## src/rtl/uart_framer_pkg.sv

```systemverilog
package uart_framer_pkg;

  localparam int DATA_W = 8;
  localparam int LC_W   = 7;

  typedef enum logic [2:0] {
    PH_IDLE   = 3'd0,
    PH_START  = 3'd1,
    PH_DATA   = 3'd2,
    PH_PARITY = 3'd3,
    PH_STOP   = 3'd4
  } txPhase_e;

  // strobes from control to datapath
  typedef struct packed {
    logic txLoad;
    logic txShift;
    logic rxCapture;
    logic rxParCap;
    logic rxDone;
  } frameStrobes_t;

  typedef struct packed {
    logic       breakCtl;
    logic [1:0] parMode;
    logic       parEn;
    logic       twoStop;
    logic [1:0] lenSel;
  } lineCfg_t;

  // mask of the live data bits for a length code (0 -> 5 bits .. 3 -> 8 bits)
  function automatic logic [DATA_W-1:0] lenMask(input logic [1:0] lenSel);
    return {DATA_W{1'b1}} >> (2'd3 - lenSel);
  endfunction

  // parity bit for already-masked data under a parity rule
  function automatic logic parityOf(input logic [DATA_W-1:0] d, input logic [1:0] mode);
    case (mode)
      2'd0:    parityOf = ~(^d);
      2'd1:    parityOf = ^d;
      2'd2:    parityOf = 1'b1;
      default: parityOf = 1'b0;
    endcase
  endfunction

endpackage

```

## src/rtl/uart_baud_gen.sv

```systemverilog
module uart_baud_gen #(
  parameter int DIV_W = 16,
  parameter int BYTE_W = DIV_W / 2,
  parameter logic [DIV_W-1:0] RESET_DIV = 1
) (
  input  logic              clk,
  input  logic              rst_n,
  input  logic              divLoWr,
  input  logic              divHiWr,
  input  logic [BYTE_W-1:0] divByte,
  output logic              tick
);

  logic [BYTE_W-1:0] divLo, divHi;
  logic [DIV_W-1:0]  divisor, limit, cnt;

  always_ff @(posedge clk or negedge rst_n) begin
    if (!rst_n) begin
      divLo <= RESET_DIV[BYTE_W-1:0];
      divHi <= RESET_DIV[DIV_W-1:BYTE_W];
    end else begin
      if (divLoWr) divLo <= divByte;
      if (divHiWr) divHi <= divByte;
    end
  end

  assign divisor = {divHi, divLo};
  assign limit   = (divisor == '0) ? '0 : divisor - DIV_W'(1);
  assign tick    = (cnt >= limit);

  always_ff @(posedge clk or negedge rst_n) begin
    if (!rst_n)    cnt <= '0;
    else if (tick) cnt <= '0;
    else           cnt <= cnt + DIV_W'(1);
  end

endmodule

```

## src/rtl/uart_framer_ctrl.sv

```systemverilog
module uart_framer_ctrl
  import uart_framer_pkg::*;
#(
  parameter int OVS = 16
) (
  input  logic          clk,
  input  logic          rst_n,
  input  logic          tick,
  input  logic [1:0]    lenSel,
  input  logic          parEn,
  input  logic          twoStop,
  input  logic          txHoldFull,
  input  logic          rxLine,
  output frameStrobes_t stb,
  output txPhase_e      txPhase,
  output logic          txIdle
);

  localparam int CNT_W = $clog2(OVS);
  localparam logic [CNT_W-1:0] LAST_TICK = CNT_W'(OVS - 1);
  localparam logic [CNT_W-1:0] MID_TICK  = CNT_W'(OVS / 2 - 1);

  typedef enum logic [2:0] {
    RX_IDLE, RX_START, RX_DATA, RX_PARITY, RX_STOP, RX_HOLDLOW
  } rxState_e;

  logic [2:0] lastDataIdx;
  assign lastDataIdx = {1'b1, lenSel};

  // ---------------- transmitter sequencing ----------------
  txPhase_e         txSt;
  logic [CNT_W-1:0] txCnt;
  logic [2:0]       txBit;
  logic             txStop2;
  logic             txBitEnd;

  assign txBitEnd = tick && (txCnt == LAST_TICK);

  always_ff @(posedge clk or negedge rst_n) begin
    if (!rst_n) begin
      txSt    <= PH_IDLE;
      txCnt   <= '0;
      txBit   <= '0;
      txStop2 <= 1'b0;
    end else begin
      if (txSt != PH_IDLE && tick)
        txCnt <= txBitEnd ? '0 : txCnt + 1'b1;
      case (txSt)
        PH_IDLE: if (txHoldFull) begin
          txSt  <= PH_START;
          txCnt <= '0;
        end
        PH_START: if (txBitEnd) begin
          txSt    <= PH_DATA;
          txBit   <= '0;
          txStop2 <= 1'b0;
        end
        PH_DATA: if (txBitEnd) begin
          if (txBit == lastDataIdx) txSt <= parEn ? PH_PARITY : PH_STOP;
          else                      txBit <= txBit + 1'b1;
        end
        PH_PARITY: if (txBitEnd) txSt <= PH_STOP;
        PH_STOP: if (txBitEnd) begin
          if (twoStop && !txStop2) txStop2 <= 1'b1;
          else                     txSt    <= PH_IDLE;
        end
        default: txSt <= PH_IDLE;
      endcase
    end
  end

  // ---------------- receiver sequencing ----------------
  rxState_e         rxSt;
  logic [CNT_W-1:0] rxCnt;
  logic [2:0]       rxBit;
  logic             rxBitEnd;

  assign rxBitEnd = tick && (rxCnt == LAST_TICK);

  always_ff @(posedge clk or negedge rst_n) begin
    if (!rst_n) begin
      rxSt  <= RX_IDLE;
      rxCnt <= '0;
      rxBit <= '0;
    end else begin
      case (rxSt)
        RX_IDLE: if (tick && !rxLine) begin
          rxSt  <= RX_START;
          rxCnt <= '0;
        end
        RX_START: if (tick) begin
          if (rxCnt == MID_TICK) begin
            rxCnt <= '0;
            rxBit <= '0;
            rxSt  <= rxLine ? RX_IDLE : RX_DATA;
          end else rxCnt <= rxCnt + 1'b1;
        end
        RX_DATA: if (tick) begin
          if (rxBitEnd) begin
            rxCnt <= '0;
            if (rxBit == lastDataIdx) rxSt <= parEn ? RX_PARITY : RX_STOP;
            else                      rxBit <= rxBit + 1'b1;
          end else rxCnt <= rxCnt + 1'b1;
        end
        RX_PARITY: if (tick) begin
          if (rxBitEnd) begin
            rxCnt <= '0;
            rxSt  <= RX_STOP;
          end else rxCnt <= rxCnt + 1'b1;
        end
        RX_STOP: if (tick) begin
          if (rxBitEnd) begin
            rxCnt <= '0;
            rxSt  <= rxLine ? RX_IDLE : RX_HOLDLOW;
          end else rxCnt <= rxCnt + 1'b1;
        end
        RX_HOLDLOW: if (rxLine) rxSt <= RX_IDLE;
        default: rxSt <= RX_IDLE;
      endcase
    end
  end

  always_comb begin
    stb.txLoad    = (txSt == PH_IDLE) && txHoldFull;
    stb.txShift   = (txSt == PH_DATA) && txBitEnd;
    stb.rxCapture = (rxSt == RX_DATA) && rxBitEnd;
    stb.rxParCap  = (rxSt == RX_PARITY) && rxBitEnd;
    stb.rxDone    = (rxSt == RX_STOP) && rxBitEnd;
  end

  assign txPhase = txSt;
  assign txIdle  = (txSt == PH_IDLE);

endmodule

```

## src/rtl/uart_framer_dp.sv

```systemverilog
module uart_framer_dp
  import uart_framer_pkg::*;
#(
  parameter int SYNC_LEN = 2
) (
  input  logic              clk,
  input  logic              rst_n,
  input  frameStrobes_t     stb,
  input  txPhase_e          txPhase,
  input  logic              txIdle,
  input  logic [1:0]        lenSel,
  input  logic              parEn,
  input  logic [1:0]        parMode,
  input  logic              breakCtl,
  input  logic              txWr,
  input  logic [DATA_W-1:0] txData,
  input  logic              rxRd,
  input  logic              statusRd,
  input  logic              serialIn,
  output logic              serialOut,
  output logic [DATA_W-1:0] rxData,
  output logic [7:0]        lineStatus,
  output logic              txHoldFull,
  output logic              rxLine
);

  // ---------------- input synchroniser ----------------
  logic [SYNC_LEN-1:0] syncQ;
  always_ff @(posedge clk or negedge rst_n) begin
    if (!rst_n) syncQ <= '1;
    else        syncQ <= {syncQ[SYNC_LEN-2:0], serialIn};
  end
  assign rxLine = syncQ[SYNC_LEN-1];

  // ---------------- transmit path ----------------
  logic [DATA_W-1:0] txHold, txShiftReg, loadWord;
  logic              holdFull, txParReg;

  assign loadWord = txHold & lenMask(lenSel);

  always_ff @(posedge clk or negedge rst_n) begin
    if (!rst_n) begin
      txHold     <= '0;
      holdFull   <= 1'b0;
      txShiftReg <= '0;
      txParReg   <= 1'b0;
    end else begin
      if (txWr) begin
        txHold   <= txData;
        holdFull <= 1'b1;
      end else if (stb.txLoad) begin
        holdFull <= 1'b0;
      end
      if (stb.txLoad) begin
        txShiftReg <= loadWord;
        txParReg   <= parityOf(loadWord, parMode);
      end else if (stb.txShift) begin
        txShiftReg <= {1'b0, txShiftReg[DATA_W-1:1]};
      end
    end
  end

  always_comb begin
    if (breakCtl) serialOut = 1'b0;
    else begin
      case (txPhase)
        PH_START:  serialOut = 1'b0;
        PH_DATA:   serialOut = txShiftReg[0];
        PH_PARITY: serialOut = txParReg;
        default:   serialOut = 1'b1;
      endcase
    end
  end

  assign txHoldFull = holdFull;

  // ---------------- receive path ----------------
  logic [DATA_W-1:0] rxShiftReg, rxWord, rxHold;
  logic              rxParReg;
  logic              dataReady, overrunF, parityF, frameF, breakF;
  logic              evParity, evFrame, evBreak, evOverrun;

  assign rxWord    = (rxShiftReg >> (2'd3 - lenSel)) & lenMask(lenSel);
  assign evParity  = parEn && (rxParReg != parityOf(rxWord, parMode));
  assign evFrame   = !rxLine;
  assign evBreak   = (rxWord == '0) && !(parEn && rxParReg) && !rxLine;
  assign evOverrun = dataReady && !rxRd;

  always_ff @(posedge clk or negedge rst_n) begin
    if (!rst_n) begin
      rxShiftReg <= '0;
      rxParReg   <= 1'b0;
      rxHold     <= '0;
      dataReady  <= 1'b0;
    end else begin
      if (stb.rxCapture) rxShiftReg <= {rxLine, rxShiftReg[DATA_W-1:1]};
      if (stb.rxParCap)  rxParReg   <= rxLine;
      if (stb.rxDone) begin
        rxHold    <= rxWord;
        dataReady <= 1'b1;
      end else if (rxRd) begin
        dataReady <= 1'b0;
      end
    end
  end

  always_ff @(posedge clk or negedge rst_n) begin
    if (!rst_n) begin
      overrunF <= 1'b0;
      parityF  <= 1'b0;
      frameF   <= 1'b0;
      breakF   <= 1'b0;
    end else begin
      if (stb.rxDone && evOverrun) overrunF <= 1'b1;
      else if (statusRd)           overrunF <= 1'b0;
      if (stb.rxDone && evParity)  parityF <= 1'b1;
      else if (statusRd)           parityF <= 1'b0;
      if (stb.rxDone && evFrame)   frameF <= 1'b1;
      else if (statusRd)           frameF <= 1'b0;
      if (stb.rxDone && evBreak)   breakF <= 1'b1;
      else if (statusRd)           breakF <= 1'b0;
    end
  end

  assign rxData     = rxHold;
  assign lineStatus = {(overrunF | parityF | frameF | breakF),
                       (!holdFull && txIdle), !holdFull,
                       breakF, frameF, parityF, overrunF, dataReady};

endmodule

```

## src/rtl/uart_line_framer.sv

```systemverilog
module uart_line_framer
  import uart_framer_pkg::*;
#(
  parameter int DIV_W    = 16,
  parameter int OVS      = 16,
  parameter int SYNC_LEN = 2
) (
  input  logic              clk,
  input  logic              rst_n,
  input  logic [LC_W-1:0]   lineCtrl,
  input  logic              divLoWr,
  input  logic              divHiWr,
  input  logic [DIV_W/2-1:0] divByte,
  input  logic              txWr,
  input  logic [DATA_W-1:0] txData,
  input  logic              rxRd,
  input  logic              statusRd,
  input  logic              serialIn,
  output logic              serialOut,
  output logic [DATA_W-1:0] rxData,
  output logic [7:0]        lineStatus
);

  lineCfg_t      cfg;
  frameStrobes_t stb;
  txPhase_e      txPhase;
  logic          tick, txIdle, txHoldFull, rxLine;

  assign cfg = lineCfg_t'(lineCtrl);

  uart_baud_gen #(.DIV_W(DIV_W)) u_baud (
    .clk(clk), .rst_n(rst_n),
    .divLoWr(divLoWr), .divHiWr(divHiWr), .divByte(divByte),
    .tick(tick)
  );

  uart_framer_ctrl #(.OVS(OVS)) u_ctrl (
    .clk(clk), .rst_n(rst_n), .tick(tick),
    .lenSel(cfg.lenSel), .parEn(cfg.parEn), .twoStop(cfg.twoStop),
    .txHoldFull(txHoldFull), .rxLine(rxLine),
    .stb(stb), .txPhase(txPhase), .txIdle(txIdle)
  );

  uart_framer_dp #(.SYNC_LEN(SYNC_LEN)) u_dp (
    .clk(clk), .rst_n(rst_n), .stb(stb), .txPhase(txPhase), .txIdle(txIdle),
    .lenSel(cfg.lenSel), .parEn(cfg.parEn), .parMode(cfg.parMode),
    .breakCtl(cfg.breakCtl),
    .txWr(txWr), .txData(txData), .rxRd(rxRd), .statusRd(statusRd),
    .serialIn(serialIn), .serialOut(serialOut), .rxData(rxData),
    .lineStatus(lineStatus), .txHoldFull(txHoldFull), .rxLine(rxLine)
  );

endmodule

```

## config.mk

```make
export PLATFORM = sky130hd
export DESIGN_NAME = uart_line_framer
export DESIGN_NICKNAME = d
export VERILOG_FILES = /design/src/rtl/uart_framer_pkg.sv /design/src/rtl/uart_baud_gen.sv /design/src/rtl/uart_framer_ctrl.sv /design/src/rtl/uart_framer_dp.sv /design/src/rtl/uart_line_framer.sv
export SDC_FILE = /design/constraint.sdc
export NUM_CORES = 1
export LEC_CHECK = 0
export CAP_MARGIN = 20
export CORE_MARGIN = 2
export CORE_UTILIZATION = 25
export CTS_CLUSTER_DIAMETER = 40
export DETAILED_ROUTE_END_ITERATION = 6
export HOLD_SLACK_MARGIN = 0.03
export PLACE_DENSITY = 0.5
export RECOVER_POWER = 50
export SETUP_SLACK_MARGIN = 0.15
export SLEW_MARGIN = 20
export SYNTH_ARGS = -nofsm -noshare
export SYNTH_HDL_FRONTEND = slang
export SYNTH_SLANG_ARGS = --single-unit
```

## constraint.sdc

```tcl
create_clock -name clk -period 5.35 [get_ports clk]
set_input_delay 0.8025 -clock clk [delete_from_list [all_inputs] [get_ports clk]]
set_output_delay 0.8025 -clock clk [all_outputs]
set_load 0.05 [all_outputs]
```

# Word-level counts from Yosys, hierarchy flattened
# Cells that the tools add are included.
# totals
register_bits	95
input_bits	31
output_inout_bits	17
wordCells	194
# classes
add_sub_neg	7
n_lt_le_gt_ge	1
eq_ne	39
n_shift	2
muxes	64
n_bitwise	7
n_reduce_logical	51
# ops
cell	n
$mux W3	28
$mux W4	9
$ne A2 B1 Y1 const B	18
$mux W16	2
$logic_and A1 B1 Y1	20
$reduce_bool A2 Y1	10
$pmux W3 S6	1
$add A16 B1 Y16 const B	1
$and A8 B8 Y8	2
$ge A16 B16 Y1	1
$logic_not A16 Y1	1
$mux W8	2
$reduce_xor A8 Y1	2
$sub A16 B1 Y16 const B	1
$pmux W3 S5	1
$mux W1	13
$eq A3 B2 Y1 const B	4
$pmux W3 S2	2
$pmux W4 S3	1
$reduce_and A4 Y1	3
$reduce_and A11 Y1	1
$eq A3 B3 Y1 const B	3
$pmux W1 S3	3
$add A4 B1 Y4 const B	2
24 further kinds	40

# Depth between registers and ports, before layout
# Gate-level depths: netlist of run 1.
# logic_depth
ltp_word	10
mapped_depth	15
depth_no_buf	13

# Modules after synthesis
# Synthesis of run 1 repeated with hierarchy kept, for this count alone.
# hier_totals
hier_cells	555
hier_area_um2	5567.8
# by_module_without_submodules
mod	n_inst	cells_each	area_each_um2	seq_area_each_um2
uart_baud_gen	1	215	2133.3	802.0
uart_framer_dp	1	175	2016.9	1053.5
uart_framer_ctrl	1	165	1417.6	525.5

# Least setup slack after synthesis of run 1
# OpenSTA, ideal clock, no wires.
# synth_timing
path_kind	register to register
start	register u_baud.divHi[3]
end	register u_ctrl.txBit[0]
setup_time_ns	0.125
arrival_ns	3.674
t_required_ns	5.225
setup_slack_ns	1.552
stages_incl_launch_ff	14
n_path_buf	2
period_less_slack_ns	3.798
path_cell_list	dfrtp_1 or4_1 nor4_1 nand4b_1 clkbuf_1 nand2_1 ha_1 a21o_1 a21o_1 a2111o_1 or3_1 buf_6 nand3_1 mux2_2
# synth_between
elab_chain_cells	6
word_cells_on_any_way	8
classes_between	1 x add/sub; 1 x order compare; 2 x eq/ne; 1 x mux; 3 x reduce/logical
# synth_lines
element	line	source
start, declared	uart_baud_gen.sv:14	logic [BYTE_W-1:0] divLo, divHi;
start signal, assigned	uart_baud_gen.sv:20	divHi <= RESET_DIV[DIV_W-1:BYTE_W];
start signal, assigned	uart_baud_gen.sv:23	if (divHiWr) divHi <= divByte;
$sub A16 B1 Y16 or $logic_not A16 Y1 (tied branches)	uart_baud_gen.sv:28	assign limit = (divisor == '0) ? '0 : divisor - DIV_W'(1);
$mux W16 (*)	uart_baud_gen.sv:28	
$ge A16 B16 Y1 (*)	uart_baud_gen.sv:29	assign tick = (cnt >= limit);
$logic_and A1 B1 Y1 (*)	uart_framer_ctrl.sv:37	assign txBitEnd = tick && (txCnt == LAST_TICK);
$ne A2 B1 Y1 (no line)	-	
$reduce_and A4 Y1 (no line) (*)	-	
end signal, assigned	uart_framer_ctrl.sv:60	else txBit <= txBit + 1'b1;
end, declared	uart_framer_ctrl.sv:33	logic [2:0] txBit;
# Every way passes the cells marked *; elsewhere a longest branch is shown, timed or not.
# A chain may end at the register's enable or synchronous reset.

# Worst setup path in the final report of run 1
# Ends and elaborated chain as after synthesis.

==> results of run 1 <==
==> cell usage after synthesis (4+ instances only) <==
| cell | n | area share |
|---|---|---|
| sky130_fd_sc_hd__mux2i_1 | 13 | 0.023 |
| sky130_fd_sc_hd__clkbuf_1 | 21 | 0.014 |
| sky130_fd_sc_hd__xnor2_1 | 24 | 0.038 |
| sky130_fd_sc_hd__a21o_1 | 4 | 0.0054 |
| sky130_fd_sc_hd__ha_1 | 27 | 0.060 |
| sky130_fd_sc_hd__nor3_1 | 11 | 0.0098 |
| sky130_fd_sc_hd__nor4_1 | 4 | 0.0045 |
| sky130_fd_sc_hd__nor2b_1 | 5 | 0.0056 |
| sky130_fd_sc_hd__a31oi_1 | 11 | 0.012 |
| sky130_fd_sc_hd__a21oi_1 | 21 | 0.019 |
| sky130_fd_sc_hd__nand2_1 | 42 | 0.028 |
| sky130_fd_sc_hd__xor2_1 | 18 | 0.028 |
| sky130_fd_sc_hd__buf_4 | 5 | 0.0067 |
| sky130_fd_sc_hd__nor2_1 | 53 | 0.036 |
| sky130_fd_sc_hd__nand3_1 | 21 | 0.019 |
| sky130_fd_sc_hd__inv_1 | 22 | 0.015 |
| sky130_fd_sc_hd__nand4_1 | 10 | 0.011 |
| sky130_fd_sc_hd__and3_1 | 10 | 0.011 |
| sky130_fd_sc_hd__nor3b_1 | 4 | 0.0054 |
| sky130_fd_sc_hd__dfrtp_1 | 92 | 0.41 |
| sky130_fd_sc_hd__buf_6 | 5 | 0.010 |
| sky130_fd_sc_hd__nand2b_1 | 9 | 0.010 |
| sky130_fd_sc_hd__o21ai_0 | 23 | 0.021 |
| sky130_fd_sc_hd__or3_1 | 5 | 0.0056 |
| sky130_fd_sc_hd__mux2_2 | 40 | 0.080 |
==> cell families (layout without fill, tap and decap cells) <==
family | Yosys count | count (layout) | synth area share
AND/OR/NAND/NOR | 190 | 190 | 0.173
AO/OA/AOI/OAI | 99 | 99 | 0.118
flip-flops | 95 | 95 | 0.425
buffers and inverters | 55 | 89 | 0.0501
multiplexers | 53 | 53 | 0.104
XOR/XNOR | 43 | 43 | 0.0698
adder cells (fa/ha/maj) | 27 | 27 | 0.0604
==> sequential cells by signal, indices dropped and copies added (netlist names), 4 cells and up <==
register / flops
u_dp.txHold: 8
u_ctrl.txCnt: 4
u_dp.rxData: 8
u_dp.txShiftReg: 8
u_dp.rxShiftReg: 8
u_baud.divHi: 8
u_baud.cnt: 16
u_baud.divLo: 8
u_ctrl.rxCnt: 4
==> per-layer routing <==
layer / up-vias / global-route usage / share of wire
met2: 82 / 0.192 / 0.50
met3: 9 / 0.0333 / 0.046
met5: - / 0 / 0
li1: 2059 / - / -
met4: 0 / 0.0345 / 0.011
met1: 2071 / 0.139 / 0.45
==> worst paths after layout <==
kind,to,cells past startpoint,start
setup / recovery,u_ctrl.txBit[0],12,u_baud.divHi[3]
hold reg to reg,u_dp.syncQ[1],0,u_dp.syncQ[0]
hold / removal,u_dp.syncQ[1],0,u_dp.syncQ[0]
min in group asynchronous,u_ctrl.txPhase[2],1,rst_n
setup reg to reg,u_ctrl.txBit[0],12,u_baud.divHi[3]
max in group asynchronous,u_baud.cnt[14],2,rst_n
==> power by group through the flow <==
stage	logic, µW	clock network (µW)	registers, µW
2_1_floorplan	296	0	880
3_3_place_gp	378	0	920
3_5_place_dp	390	0	926
4_1_cts	393	705	914
5_1_grt	441	736	931
6_report	386	680	913
==> layout make-up <==
cell class                      instances  share of cell area
Multi-Input combinational cell        412               0.449
Sequential cell                        95               0.363
Timing Repair Buffer                   51              0.0750
Tap cell                              280              0.0535
Clock buffer                           10              0.0349
Inverter                               22              0.0126
Clock inverter                          6              0.0118
==> per-stage QoR <==
step	area (µm²)	cells	total power (µW)	utilization	hold WS [ns]
floorplan	5600	562	1180	-	0.345
global placement	6250	860	1300	0.286	0.349
detailed placement	6250	860	1320	0.286	0.351
CTS	6560	876	2010	0.300	0.363
global route	6550	876	2110	0.299	0.367
finish	6550	876	1980	0.299	0.360
==> flow_summary.ini, run 1 <==
[routing]
routed_wire_length_per_instance_um = 14.6
post_drt_via_cell_ratio = 4.82
firstDrtPassIters = 4
routed-via-count = 4221
detail_route.iter0.violations = 255
finalWirelength_mm = 12.8
drt.antenna.violating_nets = 0
post-route-drc-count = 0

[clocking]
clkSinkCount = 95
cts_max_path_buffers = 2
tritoncts = yes
cts_hold_buf = 0
clkSlewWorstSetupHoldPaths_ns = 0.07
clockRootBuffer = sky130_fd_sc_hd__clkbuf_16
worst_skew_pair.late_latency_ns = 0.36
post-cts-setup-buffer-count = 0
cts_resized = 0
cts_bufs_inserted = 9
htree_depth = 3

[power]
max-vdd-ir-drop_mv = 0.147
power.density_cell_area_mw_per_mm2 = 302
switchingPower_uw = 619
power_switching_share = 0.313
clock_power_share = 0.344
share_comb_of_total_power = 0.195
power.sequential.fraction = 0.461
cell_internal_pwr_uw = 1360
power.static_leakage_uw = 0.00288

[final_layout]
ff_latch_area_mm2 = 0.00238
area_delta_synth_final_pct = 17.1
insertedDiodeCount = 0
final_cell_mix = 92 x sky130_fd_sc_hd__dfrtp_1, 53 x sky130_fd_sc_hd__nor2_1, 42 x sky130_fd_sc_hd__nand2_1, 42 x sky130_fd_sc_hd__clkdlybuf4s50_1, 39 x sky130_fd_sc_hd__mux2_2
area_taken_by_multi_input_logic_gates_mm2 = 0.00294
nFillCells = 2295
mostFrequentLayoutCell = sky130_fd_sc_hd__dfrtp_1
nNetsFinal = 649
layout-drive-gt1-share = 0.112

[floorplanning]
die_area_mm2 = 0.0236
die_h_um = 154
die_width_um = 154
start_util = 0.256
row_count = 54
placeableCoreArea_mm2 = 0.0219
io-pin-count = 48

[timing]
setup-tns-final_ns = 0
worst_slack_ns = 0.747
final.setup_skew_ns = 0.0144
max_freq_ghz = 0.217
rsz0062_at_grt = false
finalCritPeriodShare = 0.860
finalCriticalPeriod_ns = 4.60
transition_time_of_the_tightest_slew_check_pin_ns = 2.94
timing_max_transition_violations_final = 53
slew_headroom = -0.959
timing.final.setup_violations = 0
final_hold_viol_count = 0

[yosys]
synth_flop_cell = sky130_fd_sc_hd__dfrtp_1
post_synth.cell_area_avg_um2 = 9.96
post_synth_num_cell_types = 64
yosysSeqAreaShare = 0.425
synthesis.area_mm2 = 0.00560
synth_edf_count = 0
post_synth_inst_count = 562
async_reset_ff_frac = 1.00
synthesis.nets = 620
synthesis.yosys.warnings = 0
yosys_register_bits = 95

[critical_path]
crit_path_end_kind = flip-flop
worst_ep_required_time_ns = 5.60
worst-r2r-setup-slack_ns = 0.75
crit_arrival_ns = 4.85
critPathMaxStageDelay_ns = 0.60
timing.setup.critical_path_class = reg -> reg
critical_path.cell_chain = or4_1, nor4_1, nand4b_1, and2_1, ha_1, nand2b_1, a2111oi_0, nor4b_1, or3_1, buf_4, nand3_1, mux2_2
critPathSlowestCell = sky130_fd_sc_hd__or4_1
cp_top_delay_family = simple AND/OR/NAND/NOR gates
crit_path_start_kind = flip-flop
timing.critical_path.buf_inv = 1
crit_path_max_fanout = 20

[min_path]
worstHoldPathType = reg -> reg

[grt]
globalRouteTotalUtil = 0.113
largest_net_degree_at_the_start_of_global_routing = 53
via_count_of_the_first_global_routing_pass = 4323
grt_antenna_before_repair = 0
grt_remaining_overflow = 0
grt_first_pass_wirelength_mm = 21.7

[placed_design]
place.gp.congestion = 0.855
dpl_worst_slack_ns = 0.734
placement.io_buffers = 47
detailedPlacementHpwl_mm = 9.19

[run_status]
outcome = finished with violations
violations_in_the_final_reports = max-capacitance violations, max-slew violations

[flow_run]
max_cap_violations = 1
Note: power is estimated with default switching activity, not from simulation.
==> run 2, diff against run 1 <==
clock period = 5 ns   (was 5.35 ns; I/O delays follow)
==> flow_summary.ini, run 2 (synthesis results as in run 1) <==
[run_status]
outcome = finished with violations
violations_in_the_final_reports = max-capacitance violations, max-slew violations

[critical_path]
worstRegToRegCells = 14
crit_path_end_kind = flip-flop
worst_ep_required_time_ns = 5.25
critical_path.reg2reg.endpoint = u_ctrl.rxCnt[3]
timing.rr.start = u_baud.divLo[3]
crit_path_max_fanout = 29
crit_arrival_ns = 4.56
timing.setup.critical_path_class = reg -> reg
worst-r2r-setup-slack_ns = 0.68
crit_path_start_kind = flip-flop
startpoint_of_the_most_critical_setup_path = u_baud.divLo[3]

[timing]
finalCriticalPeriod_ns = 4.32
worst_slack_ns = 0.683
timing_max_transition_violations_final = 42
slew_headroom = -0.627
max_freq_ghz = 0.232
transition_time_of_the_tightest_slew_check_pin_ns = 2.44
rsz0062_at_grt = false
final_hold_viol_count = 0
setup-tns-final_ns = 0
timing.final.setup_violations = 0
final.setup_skew_ns = 0.0171
finalCritPeriodShare = 0.863

[final_layout]
final_cell_mix = 92 x sky130_fd_sc_hd__dfrtp_1, 53 x sky130_fd_sc_hd__nor2_1, 42 x sky130_fd_sc_hd__nand2_1, 42 x sky130_fd_sc_hd__clkdlybuf4s50_1, 40 x sky130_fd_sc_hd__mux2_2
largest_reg_by_ff_count = u_baud.cnt
insertedDiodeCount = 0
area_taken_by_multi_input_logic_gates_mm2 = 0.00294
largest_register_ffs = 16
mostFrequentLayoutCell = sky130_fd_sc_hd__dfrtp_1
ff_latch_area_mm2 = 0.00238
nNetsFinal = 650
post-route-cell-area_mm2 = 0.00658
nFillCells = 2298
layout-drive-gt1-share = 0.117
area_delta_synth_final_pct = 17.5

[min_path]
min_from = u_dp.syncQ[0]
hold_path_end = u_dp.syncQ[1]
hold_depth = 0
worstHoldPathType = reg -> reg

[routing]
detail_route.iter0.violations = 279
finalWirelength_mm = 12.9
drt.antenna.violating_nets = 0
routed-via-count = 4263
met1_length_mm = 5.86
post_drt_via_cell_ratio = 4.86
routed_wire_length_per_instance_um = 14.7
post-route-drc-count = 0
firstDrtPassIters = 5
amount_of_wire_on_met2_after_detailed_routing_mm = 6.29
top_signal_layer_used = met4
met3_wirelength_um = 576

[power]
switchingPower_uw = 656
cell_internal_pwr_uw = 1480
power.density_cell_area_mw_per_mm2 = 325
max-vdd-ir-drop_mv = 0.167
power_switching_share = 0.307
power.static_leakage_uw = 0.00289
share_comb_of_total_power = 0.194
clock_power_share = 0.351
power.sequential.fraction = 0.455

[grt]
grt_antenna_before_repair = 0
grt_remaining_overflow = 0
largest_net_degree_at_the_start_of_global_routing = 56
globalRouteTotalUtil = 0.115
grt_first_pass_wirelength_mm = 22.1
via_count_of_the_first_global_routing_pass = 4385

[floorplanning]
row_count = 54
start_util = 0.256
io-pin-count = 48
die_h_um = 154
placeableCoreArea_mm2 = 0.0219
die_width_um = 154
die_area_mm2 = 0.0236

[clocking]
tritoncts = yes
clkSinkCount = 95
cts_max_path_buffers = 2
worst_skew_pair.late_latency_ns = 0.36
post-cts-setup-buffer-count = 0
clockRootBuffer = sky130_fd_sc_hd__clkbuf_16
clkSlewWorstSetupHoldPaths_ns = 0.08
cts_hold_buf = 0
cts_bufs_inserted = 9
htree_depth = 3
cts_resized = 0

[placed_design]
place.gp.congestion = 0.862
dpl_worst_slack_ns = 0.764
dpl_cell_area_mm2 = 0.00626
placement.io_buffers = 47
detailedPlacementHpwl_mm = 9.49

[flow_run]
max_cap_violations = 1
## run 2: worst max path at each step
stage,endpoint,slack (ns),depth (start not counted)
2_1_floorplan,u_ctrl.txBit[0],1.20,13
3_3_place_gp,u_ctrl.txBit[0],0.85,14
3_5_place_dp,u_ctrl.rxCnt[3],0.76,14
4_1_cts,u_ctrl.rxCnt[3],0.73,14
5_1_grt,u_ctrl.rxCnt[3],0.32,14
6_report,u_ctrl.rxCnt[3],0.68,14
## run 2: through the flow
stage	utilization	power (µW)	hold WS, ns	std cells
global route	0.301	2280	0.363	877
global placement	0.286	1390	0.348	861
detailed placement	0.286	1410	0.349	861
finish	0.301	2140	0.361	877
floorplan	-	1260	0.345	562
CTS	0.301	2170	0.361	877
## run 2: layer usage
layer  GRT usage  vias to the layer above
li1            -                     2059
met1       0.143                     2090
met2       0.198                       99
met3      0.0307                       15
met4      0.0332                        0
met5           0                        -
## run 2: critical path: stages (launching register included)
cell and delay (ns):
sky130_fd_sc_hd__dfrtp_1 0.41, sky130_fd_sc_hd__or3_1 0.45, sky130_fd_sc_hd__nor4_2 0.31, sky130_fd_sc_hd__nand2_1 0.20, sky130_fd_sc_hd__nor4_1 0.26, sky130_fd_sc_hd__xor2_1 0.21, sky130_fd_sc_hd__nand2_1 0.09, sky130_fd_sc_hd__ha_1 0.30
sky130_fd_sc_hd__nand4_1 0.13, sky130_fd_sc_hd__nor3_1 0.23, sky130_fd_sc_hd__nor4b_1 0.43, sky130_fd_sc_hd__or3_1 0.27, sky130_fd_sc_hd__buf_4 0.36, sky130_fd_sc_hd__nand2_1 0.16, sky130_fd_sc_hd__a221o_1 0.38
## run 2: final cells by class
class | count | share of cell area
Clock inverter | 5 | 0.0110
Inverter | 22 | 0.0126
Clock buffer | 11 | 0.0384
Multi-Input combinational cell | 412 | 0.447
Tap cell | 280 | 0.0533
Sequential cell | 95 | 0.362
Timing Repair Buffer | 52 | 0.0759
## run 2: power by group through the flow
stage	Combinational, µW	Sequential, µW	Clock [µW]
CTS	422	974	778
global placement	406	983	0
floorplan	317	942	0
detailed placement	421	988	0
global route	475	990	817
finish	415	974	750
==> run 3, diff against run 2 <==
ABC_CLOCK_PERIOD_IN_PS = 5000   (was unset)
==> results of run 3 <==
No change in the layout: final DEF, timing and power equal those of run 2.
